`src/rtl/xgtx_pkg.sv`:
```
package xgtx_pkg;

  localparam logic [7:0]  XG_IDLE     = 8'h07;
  localparam logic [7:0]  XG_START    = 8'hFB;
  localparam logic [7:0]  XG_TERM     = 8'hFD;
  localparam logic [7:0]  XG_PREAMBLE = 8'h55;
  localparam logic [7:0]  XG_SFD      = 8'hD5;

  // Reflected form of generator 0x04C11DB7
  localparam logic [31:0] CRC_POLY_REFL = 32'hEDB88320;
  localparam logic [31:0] CRC_SEED      = 32'hFFFF_FFFF;
  localparam int          FCS_BYTES     = 4;

  typedef struct packed {
    logic       ctl;
    logic [7:0] val;
  } xg_lane_t;

  localparam xg_lane_t LANE_IDLE = '{ctl: 1'b1, val: XG_IDLE};

  // One byte into the running CRC, least significant bit first
  function automatic logic [31:0] crc32_byte(input logic [31:0] c, input logic [7:0] b);
    logic [31:0] r;
    r = c ^ {24'h0, b};
    for (int k = 0; k < 8; k++) begin
      r = r[0] ? ((r >> 1) ^ CRC_POLY_REFL) : (r >> 1);
    end
    return r;
  endfunction

  // Byte idx of the footer: check sequence, terminate, then idles
  function automatic xg_lane_t tail_lane(input logic [5:0] idx, input logic [31:0] fcs);
    xg_lane_t l;
    if (int'(idx) < FCS_BYTES) begin
      l = '{ctl: 1'b0, val: fcs[{idx[1:0], 3'b000} +: 8]};
    end else if (int'(idx) == FCS_BYTES) begin
      l = '{ctl: 1'b1, val: XG_TERM};
    end else begin
      l = LANE_IDLE;
    end
    return l;
  endfunction

endpackage

```
`src/rtl/xgtx_crc.sv`:
```
module xgtx_crc #(
  parameter int LANES = 8
) (
  input  logic                         clk,
  input  logic                         rst_n,
  input  logic                         en,
  input  logic                         restart,
  input  logic [8*LANES-1:0]           data,
  input  logic [$clog2(LANES+1)-1:0]   nbytes,
  output logic [31:0]                  crc_q
);
  import xgtx_pkg::*;

  localparam int DW = 8 * LANES;

  logic [31:0] crc_next;

  // Bytes taken from the top of the word, up to nbytes of them
  always_comb begin
    logic [31:0] acc;
    acc = restart ? CRC_SEED : crc_q;
    for (int i = 0; i < LANES; i++) begin
      if (i < int'(nbytes)) begin
        acc = crc32_byte(acc, data[DW-1-8*i -: 8]);
      end
    end
    crc_next = acc;
  end

  always_ff @(posedge clk or negedge rst_n) begin
    if (!rst_n) begin
      crc_q <= CRC_SEED;
    end else if (en) begin
      crc_q <= crc_next;
    end
  end

endmodule

```
`src/rtl/xgtx_flow.sv`:
```
module xgtx_flow #(
  parameter int GAP_CYCLES = 3
) (
  input  logic clk,
  input  logic rst_n,
  input  logic link_up,
  input  logic s_valid,
  input  logic s_last,
  output logic s_ready,
  output logic first_beat
);
  localparam int CW = $clog2(GAP_CYCLES + 1);

  logic          open_q;
  logic [CW-1:0] gap_q;
  logic          take;

  assign s_ready    = open_q | (link_up & (gap_q == '0));
  assign first_beat = ~open_q;
  assign take       = s_valid & s_ready;

  always_ff @(posedge clk or negedge rst_n) begin
    if (!rst_n) begin
      open_q <= 1'b0;
      gap_q  <= '0;
    end else if (take) begin
      open_q <= ~s_last;
      if (s_last) begin
        gap_q <= CW'(GAP_CYCLES);
      end
    end else if (gap_q != '0) begin
      gap_q <= gap_q - 1'b1;
    end
  end

endmodule

```
`src/rtl/xgtx_lane_mux.sv`:
```
module xgtx_lane_mux #(
  parameter int LANES = 8
) (
  input  logic                       hdr_req,
  input  logic                       dat_vld,
  input  logic [8*LANES-1:0]         dat_word,
  input  logic [$clog2(LANES+1)-1:0] dat_nb,
  input  logic                       ftr_req,
  input  logic [$clog2(LANES+1)-1:0] ftr_off,
  input  logic [31:0]                fcs_now,
  input  logic [31:0]                fcs_held,
  output logic [8*LANES-1:0]         nxt_txd,
  output logic [LANES-1:0]           nxt_txc
);
  import xgtx_pkg::*;

  localparam int DW = 8 * LANES;

  for (genvar j = 0; j < LANES; j++) begin : g_lane
    always_comb begin
      xg_lane_t l;
      l = LANE_IDLE;
      if (dat_vld) begin
        if (j < int'(dat_nb)) begin
          l = '{ctl: 1'b0, val: dat_word[DW-1-8*j -: 8]};
        end else begin
          l = tail_lane(6'(j - int'(dat_nb)), fcs_now);
        end
      end else if (ftr_req) begin
        l = tail_lane(6'(j + int'(ftr_off)), fcs_held);
      end else if (hdr_req) begin
        if (j == 0) begin
          l = '{ctl: 1'b1, val: XG_START};
        end else if (j == LANES - 1) begin
          l = '{ctl: 1'b0, val: XG_SFD};
        end else begin
          l = '{ctl: 1'b0, val: XG_PREAMBLE};
        end
      end
      nxt_txc[j]         = l.ctl;
      nxt_txd[8*j +: 8]  = l.val;
    end
  end

endmodule

```
`src/rtl/xgmii_tx_framer.sv`:
```
module xgmii_tx_framer #(
  parameter int LANES      = 8,
  parameter int GAP_CYCLES = 3
) (
  input  logic                       clk,
  input  logic                       rst_n,
  input  logic                       link_up,
  input  logic [8*LANES-1:0]         s_data,
  input  logic [$clog2(LANES)-1:0]   s_empty,
  input  logic                       s_valid,
  input  logic                       s_last,
  output logic                       s_ready,
  output logic [8*LANES-1:0]         xgmii_txd,
  output logic [LANES-1:0]           xgmii_txc
);
  import xgtx_pkg::*;

  localparam int DW  = 8 * LANES;
  localparam int NBW = $clog2(LANES + 1);

  logic           first_beat;
  logic           take;
  logic [NBW-1:0] in_nb;

  // Stage 1: accepted word, CRC input
  logic           s1_vld, s1_sof, s1_last;
  logic [DW-1:0]  s1_data;
  logic [NBW-1:0] s1_nb;
  // Stage 2: word waiting behind the header slot
  logic           s2_vld, s2_last;
  logic [DW-1:0]  s2_data;
  logic [NBW-1:0] s2_nb;
  // Footer spill into the word after the last payload word
  logic           ftr_pend;
  logic [NBW-1:0] ftr_off;
  logic [31:0]    fcs_held;

  logic [31:0]    crc_q;
  logic [31:0]    fcs_now;
  logic [DW-1:0]  nxt_txd;
  logic [LANES-1:0] nxt_txc;

  xgtx_flow #(.GAP_CYCLES(GAP_CYCLES)) flow_i (
    .clk        (clk),
    .rst_n      (rst_n),
    .link_up    (link_up),
    .s_valid    (s_valid),
    .s_last     (s_last),
    .s_ready    (s_ready),
    .first_beat (first_beat)
  );

  assign take  = s_valid & s_ready;
  assign in_nb = s_last ? (NBW'(LANES) - NBW'(s_empty)) : NBW'(LANES);

  always_ff @(posedge clk or negedge rst_n) begin
    if (!rst_n) begin
      s1_vld  <= 1'b0;
      s1_sof  <= 1'b0;
      s1_last <= 1'b0;
      s1_data <= '0;
      s1_nb   <= '0;
      s2_vld  <= 1'b0;
      s2_last <= 1'b0;
      s2_data <= '0;
      s2_nb   <= '0;
    end else begin
      s1_vld <= take;
      s1_sof <= take & first_beat;
      if (take) begin
        s1_last <= s_last;
        s1_data <= s_data;
        s1_nb   <= in_nb;
      end
      s2_vld <= s1_vld;
      if (s1_vld) begin
        s2_last <= s1_last;
        s2_data <= s1_data;
        s2_nb   <= s1_nb;
      end
    end
  end

  xgtx_crc #(.LANES(LANES)) crc_i (
    .clk     (clk),
    .rst_n   (rst_n),
    .en      (s1_vld),
    .restart (s1_sof),
    .data    (s1_data),
    .nbytes  (s1_nb),
    .crc_q   (crc_q)
  );

  assign fcs_now = ~crc_q;

  always_ff @(posedge clk or negedge rst_n) begin
    if (!rst_n) begin
      ftr_pend <= 1'b0;
      ftr_off  <= '0;
      fcs_held <= '0;
    end else begin
      ftr_pend <= s2_vld & s2_last;
      if (s2_vld && s2_last) begin
        ftr_off  <= NBW'(LANES) - s2_nb;
        fcs_held <= fcs_now;
      end
    end
  end

  xgtx_lane_mux #(.LANES(LANES)) mux_i (
    .hdr_req  (s1_vld & s1_sof),
    .dat_vld  (s2_vld),
    .dat_word (s2_data),
    .dat_nb   (s2_nb),
    .ftr_req  (ftr_pend),
    .ftr_off  (ftr_off),
    .fcs_now  (fcs_now),
    .fcs_held (fcs_held),
    .nxt_txd  (nxt_txd),
    .nxt_txc  (nxt_txc)
  );

  always_ff @(posedge clk or negedge rst_n) begin
    if (!rst_n) begin
      xgmii_txd <= {LANES{XG_IDLE}};
      xgmii_txc <= '1;
    end else begin
      xgmii_txd <= nxt_txd;
      xgmii_txc <= nxt_txc;
    end
  end

endmodule

```
`config.mk`:
```
export PLATFORM = sky130hd
export DESIGN_NAME = xgmii_tx_framer
export DESIGN_NICKNAME = d
export VERILOG_FILES = /design/src/rtl/xgtx_pkg.sv /design/src/rtl/xgtx_crc.sv /design/src/rtl/xgtx_flow.sv /design/src/rtl/xgtx_lane_mux.sv /design/src/rtl/xgmii_tx_framer.sv
export SDC_FILE = /design/constraint.sdc
export NUM_CORES = 1
export LEC_CHECK = 0
export BUFFER_PORTS_ARGS = -buffer_cell sky130_fd_sc_hd__buf_2
export CORE_MARGIN = 4
export CORE_UTILIZATION = 63
export CTS_BUF_LIST = sky130_fd_sc_hd__clkbuf_16
export DETAILED_ROUTE_END_ITERATION = 7
export PLACE_DENSITY_LB_ADDON = 0.08
export SLEW_MARGIN = 10
export SYNTH_ARGS = -nofsm -noshare
export SYNTH_HDL_FRONTEND = slang
export SYNTH_SLANG_ARGS = --single-unit
```
`constraint.sdc`:
```
create_clock -name clk -period 28.7 [get_ports clk]
set_input_delay 1.435 -clock clk [delete_from_list [all_inputs] [get_ports clk]]
set_output_delay 1.435 -clock clk [all_outputs]
set_load 0.01 [all_outputs]
```
# ---- Word-level counts from Yosys, hierarchy flattened
# Cells that the tools add are included.
dict set report word_totals {
  regBits 285
  inputBits 72
  wordCells 322
}
dict set report classes {
  addsub 18
  magnitude_cmp 32
  eq_ne 17
  shift 16
  n_mux 136
  n_bitwise 81
  reduce_logical 5
}
# op n
set ops {}
lappend ops {{$mux W32} 73}
lappend ops {{$not A13 Y14} 64}
lappend ops {{$shiftx A32 B6 Y8} 16}
lappend ops {{$mux W9} 42}
lappend ops {{$xor A32 B8 Y32} 8}
lappend ops {{$mux W8} 17}
lappend ops {{$eq A6 B4 Y1 const B} 15}
lappend ops {{$lt A6 B3 Y1 const B} 15}
lappend ops {{$lt A3 B4 Y1 const A} 8}
lappend ops {{$not A32 Y32} 1}
lappend ops {{$add A3 B4 Y5 const A} 4}
lappend ops {{$sub A3 B4 Y5 const A} 4}
lappend ops {{$lt A1 B4 Y1 const A} 4}
lappend ops {{$lt A2 B4 Y1 const A} 4}
lappend ops {{$add A2 B4 Y5 const A} 2}
lappend ops {{$sub A1 B4 Y5 const A} 2}
lappend ops {{$sub A2 B4 Y5 const A} 2}
lappend ops {{$mux W2} 3}
lappend ops {{$add A1 B4 Y5 const A} 1}
lappend ops {{$and A1 B1 Y1} 5}
lappend ops {{$eq A4 B4 Y1 const B} 1}
lappend ops {{$lt A4 B3 Y1 const B} 1}
lappend ops {{$mux W4} 1}
lappend ops {{$reduce_bool A2 Y1} 2}
lappend ops {{other kinds (9)} 10}

# ---- Logic depth before layout (Yosys ltp)
# Gate-level depths: netlist of run 1.
dict set report depth {
  depth_word 145
  ltp_mapped 39
  ltp_nobuf 29
}

# ---- Cells and area by module
# From an unflattened synthesis of run 1, not the netlist that was laid out.
dict set report hier_totals {
  cells_unflattened 2760
  hier_area_um2 26849.5
}
# mod instances cells_per_inst area_each_um2 seq_area_each_um2
set modules_own_cells {}
lappend modules_own_cells {xgtx_crc 1 1705 13486.7 840.8}
lappend modules_own_cells {xgmii_tx_framer 1 503 8932.3 6296.0}
lappend modules_own_cells {xgtx_lane_mux 1 533 4255.3 0.0}
lappend modules_own_cells {xgtx_flow 1 19 175.2 75.1}

# ---- Least setup slack after synthesis of run 1
# No wires, ideal clock.
dict set report synth_timing {
  path_kind {register to register}
  start {register crc_i.crc_q[3]}
  end {register crc_i.crc_q[22]}
  setup_ns 0.060
  t_arrival_ns 9.043
  setup_slack_ns 19.597
  stages_incl_launch_ff 31
  path_buffers 1
  synth_period_minus_slack_ns 9.103
  path_cell_list {dfstp_2 -> xor3_1 -> or4_1 -> and4_1 -> nor2_4 -> inv_2 -> xnor3_2 -> mux2i_1 -> o2111ai_2 -> xnor3_2 -> xnor2_2 -> a311oi_4 -> xnor3_1 -> mux2i_4 -> xnor3_2 -> xnor2_1 -> or4_1 -> nand4_4 -> nor2_8 -> xor2_2 -> xnor3_2 -> a211oi_4 -> nor4b_1 -> or4_1 -> a2111o_1 -> buf_6 -> xnor3_2 -> xnor2_1 -> xnor3_1 -> nor2_1 -> o22a_1}
}
dict set report synth_between {
  elab_chain_len 103
}
# element line_no
set synth_lines {}
lappend synth_lines {{from (decl)} xgtx_crc.sv:10} ;# output logic [31:0] crc_q
lappend synth_lines {{from (signal assigned)} xgtx_crc.sv:34} ;# crc_q <= crc_next;
lappend synth_lines {{$mux W32 *} xgtx_crc.sv:21} ;# acc = restart ? CRC_SEED : crc_q;
lappend synth_lines {{$xor A32 B8 Y32} xgtx_pkg.sv:24} ;# r = c ^ {24'h0, b};
lappend synth_lines {{$mux W32 (4 in a row)} xgtx_pkg.sv:26} ;# r = r[0] ? ((r >> 1) ^ CRC_POLY_REFL) : (r >> 1);
lappend synth_lines {{$mux W32 / $not A13 Y14 (equally long branches) (2 in a row)} n/a}
lappend synth_lines {{$not A13 Y14 (no source line) / $mux W32 (equally long branches)} n/a}
lappend synth_lines {{$mux W32 / $not A13 Y14 (equally long branches) (2 in a row)} n/a}
lappend synth_lines {{$mux W32 *} xgtx_crc.sv:23} ;# if (i < int'(nbytes)) begin
lappend synth_lines {{$xor A32 B8 Y32 (tied with other cells)} xgtx_pkg.sv:24}
lappend synth_lines {{[... 80 more ...]} n/a}
lappend synth_lines {{$mux W32 / $not A13 Y14 (equally long branches)} n/a}
lappend synth_lines {{$not A13 Y14 (no source line) / $mux W32 (equally long branches)} n/a}
lappend synth_lines {{$mux W32 (2 in a row)} xgtx_pkg.sv:26}
lappend synth_lines {{$not A13 Y14 (no source line) / $mux W32 (equally long branches)} n/a}
lappend synth_lines {{$mux W32} xgtx_pkg.sv:26}
lappend synth_lines {{$not A13 Y14 (no source line) / $mux W32 (equally long branches)} n/a}
lappend synth_lines {{$mux W32 (2 in a row)} xgtx_pkg.sv:26}
lappend synth_lines {{$mux W32 *} xgtx_crc.sv:23}
# Mark *: on every way between the ends. The rest lies on a longest branch, timed or not.
# A chain may end at the register's enable or synchronous reset.

# ---- Final worst setup path of run 1
dict set report layout_timing {
  start {register s1_nb[3]}
  end {register crc_i.crc_q[22]}
}
dict set report layout_between {
  elab_chain_len 94
}
# element line_no
set layout_lines {}
lappend layout_lines {{from (decl)} xgmii_tx_framer.sv:28} ;# logic [NBW-1:0] s1_nb;
lappend layout_lines {{from (signal assigned)} xgmii_tx_framer.sv:73} ;# s1_nb <= in_nb;
lappend layout_lines {{$lt A1 B4 Y1} xgtx_crc.sv:23}
lappend layout_lines {{$mux W32} xgtx_crc.sv:23}
lappend layout_lines {{$xor A32 B8 Y32} xgtx_pkg.sv:24}
lappend layout_lines {{$mux W32 (4 in a row)} xgtx_pkg.sv:26}
lappend layout_lines {{$not A13 Y14 (no source line)} n/a}
lappend layout_lines {{$mux W32} xgtx_pkg.sv:26}
lappend layout_lines {{$not A13 Y14 (no source line)} n/a}
lappend layout_lines {{$mux W32 (3 in a row)} xgtx_pkg.sv:26}
lappend layout_lines {{[... 71 more ...]} n/a}
lappend layout_lines {{$mux W32} xgtx_pkg.sv:26}
lappend layout_lines {{$not A13 Y14 (no source line)} n/a}
lappend layout_lines {{$mux W32 (2 in a row)} xgtx_pkg.sv:26}
lappend layout_lines {{$not A13 Y14 (no source line)} n/a}
lappend layout_lines {{$mux W32} xgtx_pkg.sv:26}
lappend layout_lines {{$not A13 Y14 (no source line)} n/a}
lappend layout_lines {{$mux W32 (2 in a row)} xgtx_pkg.sv:26}
lappend layout_lines {{$mux W32 *} xgtx_crc.sv:23}
# Marks and branches as above.

==> metrics.md, run 1 <==
| Metric | Value |
|---|---|
| Max Root-Sink Buffers | `3` |
| Tcrit/Tclk final | `0.409` |
| 1st-iter DRT viols | `3529` |
| DRT met1 WL | `36600 um` |
| Synth Flop Type | `dfrtp_1` |
| Arrival @ worst endpoint | `12.21 ns` |
| Post-route ant nets | `0` |
| Postcts setup bufs | `0` |
| Sequential cell area | `0.00722 mm^2` |
| Rows | `75` |
| Crit path launch type | `flip-flop` |
| Layout Nets | `3054` |
| Worst-path clk slew | `about 0.060 ns` |
| TritonCTS clock tree | `done` |
| Mapped Nets | `3041` |
| WP buf/inv | `2` |
| Clk sinks | `285` |
| Mean routed wirelength per cell | `roughly 27 um` |
| Fill cells | `about 3300` |
| MaxCap Viol Count | `0` |
| Number of port buffers | `around 140` |
| Share of cells above drive strength 1 | `0.192` |
| Run status | `finished clean` |
| Met3 wire len | `11400 um` |
| DRC | `0` |
| Yosys reg bits | `between 200 and 300` |
| Top Layer Used | `met4` |
| Syn_area_per_cell | `9.17 um^2` |
| Die Area | `0.0462 mm^2` |
| RSZ-0062 raised after global routing | `no` |
| Post-synth EDFFs | `0` |
| Most frequent CP cell | `xnor2_1` |
| Crit Path Max Fanout | `60` |
| Final RePlAce weighted congestion | `1.05` |
| Core area | `0.0421 mm^2` |
| Routed WL | `96500 um` |
| Largest net degree at the start of global routing | `92` |
| Relative slew slack | `0.162` |
| H-tree levels | `2` |
| Via count | `24428` |
| Met2 WL post-DR | `42400 um` |
| Detailed placement HPWL | `72700 um` |
| GRT overflow | `0` |
| Synth cell types | `125` |
| Worst path max stage delay | `0.97 ns` |
| Vias in the first global route | `23097` |
| Ports | `approximately 150` |
| Hold_sp | `flow_i.gap_q[0]$_DFFE_PN0P_` |
| Post-synth ARST share | `1.00` |
| Starting density of the core | `0.641` |
| Die Y | `215 um` |
| Worst slew pin tran | `1.24 ns` |
| Critical path's slowest cell | `xnor2_1` |
| Max Fclk | `85.2 MHz` |
| Yosys warning total | `0` |
| Post-layout min period | `roughly 12 ns` |
| Worst R2R Start | `s1_nb[3]$_DFFE_PN0P_` |
| Final setup viols | `0` |
| Clk_lat worst skew | `0.57 ns` |
| Die width | `roughly 220 um` |
| Skew final | `0.0341 ns` |
| P&R area growth vs syn | `7.32%` |
| CTS buffer count | `36` |
| Cell family with most CP delay | `compound AO/OA/AOI/OAI gates` |
| Gr usage total | `0.408` |
| Fin. Hold Viols | `0` |
| First-pass GRT wire length | `146000 um` |
| Multi-input gate area | `0.0188 mm^2` |
| Antenna violations before repair | `1` |
| Sequential area share after synthesis | `0.267` |
| Pins Over Slew Limit | `0` |
| Post_cts resized | `0` |
| Post-Syn Area | `0.0270 mm^2` |
| TNS Setup | `0 ns` |
| First drt pass iteration count | `6` |
| Critical Path Sink Type | `flip-flop` |
| Worst Setup SP | `s1_nb[3]$_DFFE_PN0P_` |
| WS Path Type | `flip-flop to flip-flop` |
| Post-CTS Hold Buffers | `0` |
| Worst Hold Class | `flip-flop to flip-flop` |
| Gate Count Post-Synth | `a little under 3000` |
| CTS root buf | `clkbuf_16` |
| Routed vias/inst | `about 7` |
| Worst EP required | `slightly below 30 ns` |
routing by layer:
layer,global-route usage,vias to the layer above
li1,-,10644
met1,0.552,11745
met2,0.630,1691
met3,0.0883,348
met4,0.194,0
met5,0,-
worst reg2reg max path: cells and delay by family, from the launching register on:
kind / cells / cell delay (ns)
flip-flops: 1 / 0.36
buffers and inverters: 2 / 0.63
XOR/XNOR: 7 / 3.54
AND/OR/NAND/NOR: 9 / 2.90
multiplexers: 1 / 0.31
AO/OA/AOI/OAI: 12 / 3.91
cell type report:
cell class,count,area share
multi-input combinational,2419,0.650
sequential,285,0.249
timing repair buffer,174,0.0330
clock buffer,36,0.0311
tap,539,0.0233
clock inverter,29,0.00816
inverter,41,0.00531
antenna,1,0.0000863
synthesized netlist by cell type, types with 20 or more instances:
| master | count | area share |
|---|---|---|
| a211oi_1 | 36 | 0.010 |
| a21o_1 | 22 | 0.0061 |
| a21oi_1 | 158 | 0.029 |
| buf_2 | 20 | 0.0037 |
| clkbuf_1 | 147 | 0.020 |
| dfrtp_1 | 221 | 0.20 |
| dfstp_2 | 64 | 0.062 |
| ha_1 | 25 | 0.012 |
| inv_1 | 38 | 0.0053 |
| mux2_2 | 77 | 0.032 |
| mux2i_1 | 71 | 0.026 |
| mux4_2 | 60 | 0.050 |
| nand2_1 | 415 | 0.058 |
| nand3_1 | 65 | 0.012 |
| nor2_1 | 232 | 0.032 |
| nor3_1 | 59 | 0.011 |
| o211ai_1 | 43 | 0.012 |
| o21ai_0 | 234 | 0.043 |
| or3_1 | 35 | 0.0081 |
| xnor2_1 | 241 | 0.078 |
| xnor3_1 | 80 | 0.067 |
| xor2_1 | 107 | 0.035 |
state kept, by name, indices dropped and copies added (netlist names), 2 cells and up:
signal,count
flow_i.gap_q,2
xgmii_txd,64
s1_data,64
ftr_off,4
s2_nb,4
crc_i.crc_q,32
s2_data,64
s1_nb,4
xgmii_txc,8
fcs_held,32
stage by stage:
| step | hold slack (ns) | std cells | instance area (um^2) | setup slack (ns) | util |
|---|---|---|---|---|---|
| global route | 0.508 | 3523 | 29000 | 16.08 | 0.688 |
| global placement | 0.451 | 3458 | 27800 | 17.35 | 0.661 |
| CTS | 0.466 | 3523 | 29000 | 17.10 | 0.688 |
| floorplan | 0.352 | 2944 | 27000 | 19.60 | - |
| finish | 0.467 | 3524 | 29000 | 16.97 | 0.688 |
| detailed placement | 0.458 | 3458 | 27800 | 17.17 | 0.661 |
path summary, 6_finish.rpt:
check                                                   end  slack [ns]  cells after the start
worst min register to register  flow_i.gap_q[0]$_DFFE_PN0P_        0.47                      1
max in group asynchronous                  s1_vld$_DFF_PN0_       25.52                      3
worst min-delay path            flow_i.gap_q[0]$_DFFE_PN0P_        0.47                      1
worst max register to register  crc_i.crc_q[22]$_DFFE_PN1P_       16.97                     31
min in group asynchronous         flow_i.open_q$_DFFE_PN0P_        0.88                      1
worst max-delay path            crc_i.crc_q[22]$_DFFE_PN1P_       16.97                     31
layout by cell type, fill, tap and decap left out, types with 30 or more instances in the layout:
| master | instances |
|---|---|
| xnor2_1 | 241 |
| or3_1 | 34 |
| xor2_1 | 107 |
| inv_1 | 45 |
| mux2_2 | 77 |
| nand3_1 | 65 |
| o21ai_0 | 234 |
| buf_2 | 143 |
| a21oi_1 | 155 |
| o211ai_1 | 43 |
| dfrtp_1 | 216 |
| buf_4 | 30 |
| a211oi_1 | 36 |
| mux2i_1 | 71 |
| dfstp_2 | 64 |
| nand2_1 | 413 |
| nor2_1 | 230 |
| clkbuf_16 | 36 |
| mux4_2 | 60 |
| xnor3_1 | 80 |
| nor3_1 | 59 |
cells by family after synthesis:
logic type | synth area share
buf+inv | 0.0372
simple gates | 0.165
compound gates | 0.186
xor+xnor | 0.221
flops | 0.267
fa+ha+maj | 0.0116
mux | 0.111
Power of run 1 is left out: the tool's default activity adds up to more than one toggle a clock period on the data nets, which glitch-free logic cannot reach.
==> inputs of run 2 (changes only) <==
Settings changed: CORE_UTILIZATION 63 to 57.
Clock period 28.7 ns to 9.6 ns, I/O delays scaled along.
==> run 2 against run 1 <==
- highest routed layer unchanged
- count of clock-buffer cells in the layout is 1 lower
- routed wire length up 8.0%
- die area up 10%
- worst hold slack got worse by 0.36 ns
- non-clock buffer count increased by 254
- cell area rose by 8.4%
- sequential cell count unchanged
==> metrics.md, run 2 (synthesis gave the netlist of run 1 again) <==
| Metric | Value |
|---|---|
| Fin. Hold Viols | `0` |
| Worst R2R Start | `crc_i.crc_q[5]$_DFFE_PN1P_` |
| Critical path's slowest cell | `dfstp_2` |
| Arrival @ worst endpoint | `9.94 ns` |
| Worst EP required | `10.07 ns` |
| Worst Hold Class | `input port to flip-flop` |
| Top Layer Used | `met4` |
| Most common cell after layout, fill and taps aside | `nand2_1` |
| Ports | `between 100 and 150` |
| First drt pass iteration count | `6` |
| Max Fclk | `roughly 110 MHz` |
| Starting density of the core | `0.579` |
| Core area | `0.0467 mm^2` |
| Crit path launch type | `flip-flop` |
| Die Area | `0.0509 mm^2` |
| Met3 wire len | `~11000 um` |
| Pins Over Slew Limit | `0` |
| Clk_lat worst skew | `0.57 ns` |
| Hold_sp | `s_data[20]` |
| Max Root-Sink Buffers | `3` |
| Antenna violations before repair | `0` |
| Skew final | `0.0215 ns` |
| Rows | `79` |
| P&R area growth vs syn | `16.4%` |
| Clk sinks | `285` |
| Worst-path clk slew | `0.06 ns` |
| Detailed placement HPWL | `about 80000 um` |
| CTS buffer count | `35` |
| First-pass GRT wire length | `153000 um` |
| Worst-case hold slack | `0.103 ns` |
| H-tree levels | `2` |
| Routed WL | `104000 um` |
| Run status | `finished clean` |
| Worst path max stage delay | `0.65 ns` |
| Relative slew slack | `0.241` |
| Met2 WL post-DR | `roughly 46000 um` |
| Share of cells above drive strength 1 | `0.272` |
| WS Path Type | `flip-flop to flip-flop` |
| DRT met1 WL | `40800 um` |
| Post-route ant nets | `0` |
| Worst slew pin tran | `1.12 ns` |
| Most frequent cells in the layout | `nand2_1, buf_4, xnor2_1, o21ai_0, nor2_1` |
| TritonCTS clock tree | `done` |
| Largest regs | `s1_data x64, s2_data x64, xgmii_txd x64` |
| Most frequent CP cell | `buf_4` |
| MaxCap Viol Count | `0` |
| Crit Path Max Fanout | `5` |
| GRT overflow | `0` |
| Die Y | `around 230 um` |
| Largest net degree at the start of global routing | `96` |
| Tcrit/Tclk final | `0.986` |
| Post-layout min period | `9.46 ns` |
| CTS root buf | `clkbuf_16` |
| Die width | `226 um` |
| Mean routed wirelength per cell | `27.1 um` |
| Via count | `between 20000 and 30000` |
| 1st-iter DRT viols | `3265` |
| Layout Nets | `between 3000 and 4000` |
| Worst Setup SP | `crc_i.crc_q[5]$_DFFE_PN1P_` |
| Final setup viols | `0` |
| Routed vias/inst | `6.59` |
| Critical Path Sink Type | `flip-flop` |
| DRC | `0` |
| Final RePlAce weighted congestion | `1.06` |
| Gr usage total | `0.399` |
| Number of port buffers | `~140` |
| Vias in the first global route | `23869` |
run 2: cell count changes in the layout (fill, tap and decap cells not counted), sizes merged:
| cell | delta |
|---|---|
| buf | +253 |
| bufinv | +4 |
| clkbuf | -1 |
| clkinv | +1 |
| clkinvlp | +2 |
| dlygate4sd3 | +1 |
| inv | -7 |
run 2: final cells by class:
class                           instances  area [um^2]
Sequential cell                       285         7220
Fill cell                            3815        15200
Clock inverter                         29          333
Tap cell                              607          759
Multi-Input combinational cell       2419        19200
Antenna cell                            1         2.50
Timing Repair Buffer                  428         2870
Clock buffer                           35          876
Inverter                               41          158
run 2: per-layer routing:
layer  global-route usage  vias up
met5                    0        -
li1                     -    11128
met1                0.538    12314
met2                0.623     1570
met4                0.194        0
met3               0.0736      344
run 2: through the flow:
| stage | instances | utilization | setup TNS (ns) | instance area, um^2 | worst slack, ns |
|---|---|---|---|---|---|
| 2_1_floorplan | 2944 | - | 0 | 27000 | 0.497 |
| 3_3_place_gp | 3754 | 0.635 | -0.0585 | 29600 | -0.0574 |
| 3_5_place_dp | 3754 | 0.635 | -0.524 | 29600 | -0.117 |
| 4_1_cts | 3826 | 0.663 | 0 | 30900 | 0.00129 |
| 5_1_grt | 3844 | 0.674 | -0.0733 | 31400 | -0.0334 |
| 6_report | 3845 | 0.674 | 0 | 31400 | 0.135 |
run 2: worst paths after layout:
check	to	slack, ns	cells after the start
max	crc_i.crc_q[6]$_DFFE_PN1P_	0.14	34
min	s1_data[20]$_DFFE_PN0P_	0.10	3
max reg2reg	crc_i.crc_q[6]$_DFFE_PN1P_	0.14	34
min reg2reg	flow_i.gap_q[0]$_DFFE_PN0P_	0.47	1
max in group asynchronous	ftr_off[0]$_DFFE_PN0P_	6.95	4
min in group asynchronous	flow_i.open_q$_DFFE_PN0P_	0.56	2
run 2: what timing repair did:
item	4_1_cts	5_1_grt
hold buffers	1	0
gates resized for setup	9	68
setup buffers	7	18
pin swaps	6	19
endpoints found under the setup margin	19	32
hold endpoints to repair	26	0
run 2: critical path, delay by kind of cell, from the launching register on:
kind	cells	cell delay [ns]
XOR/XNOR	13	3.53
AO/OA/AOI/OAI	8	2.25
AND/OR/NAND/NOR	6	1.66
buffers and inverters	6	1.07
flip-flops	1	0.65
multiplexers	1	0.20
Power of run 2 is left out for the same reason.
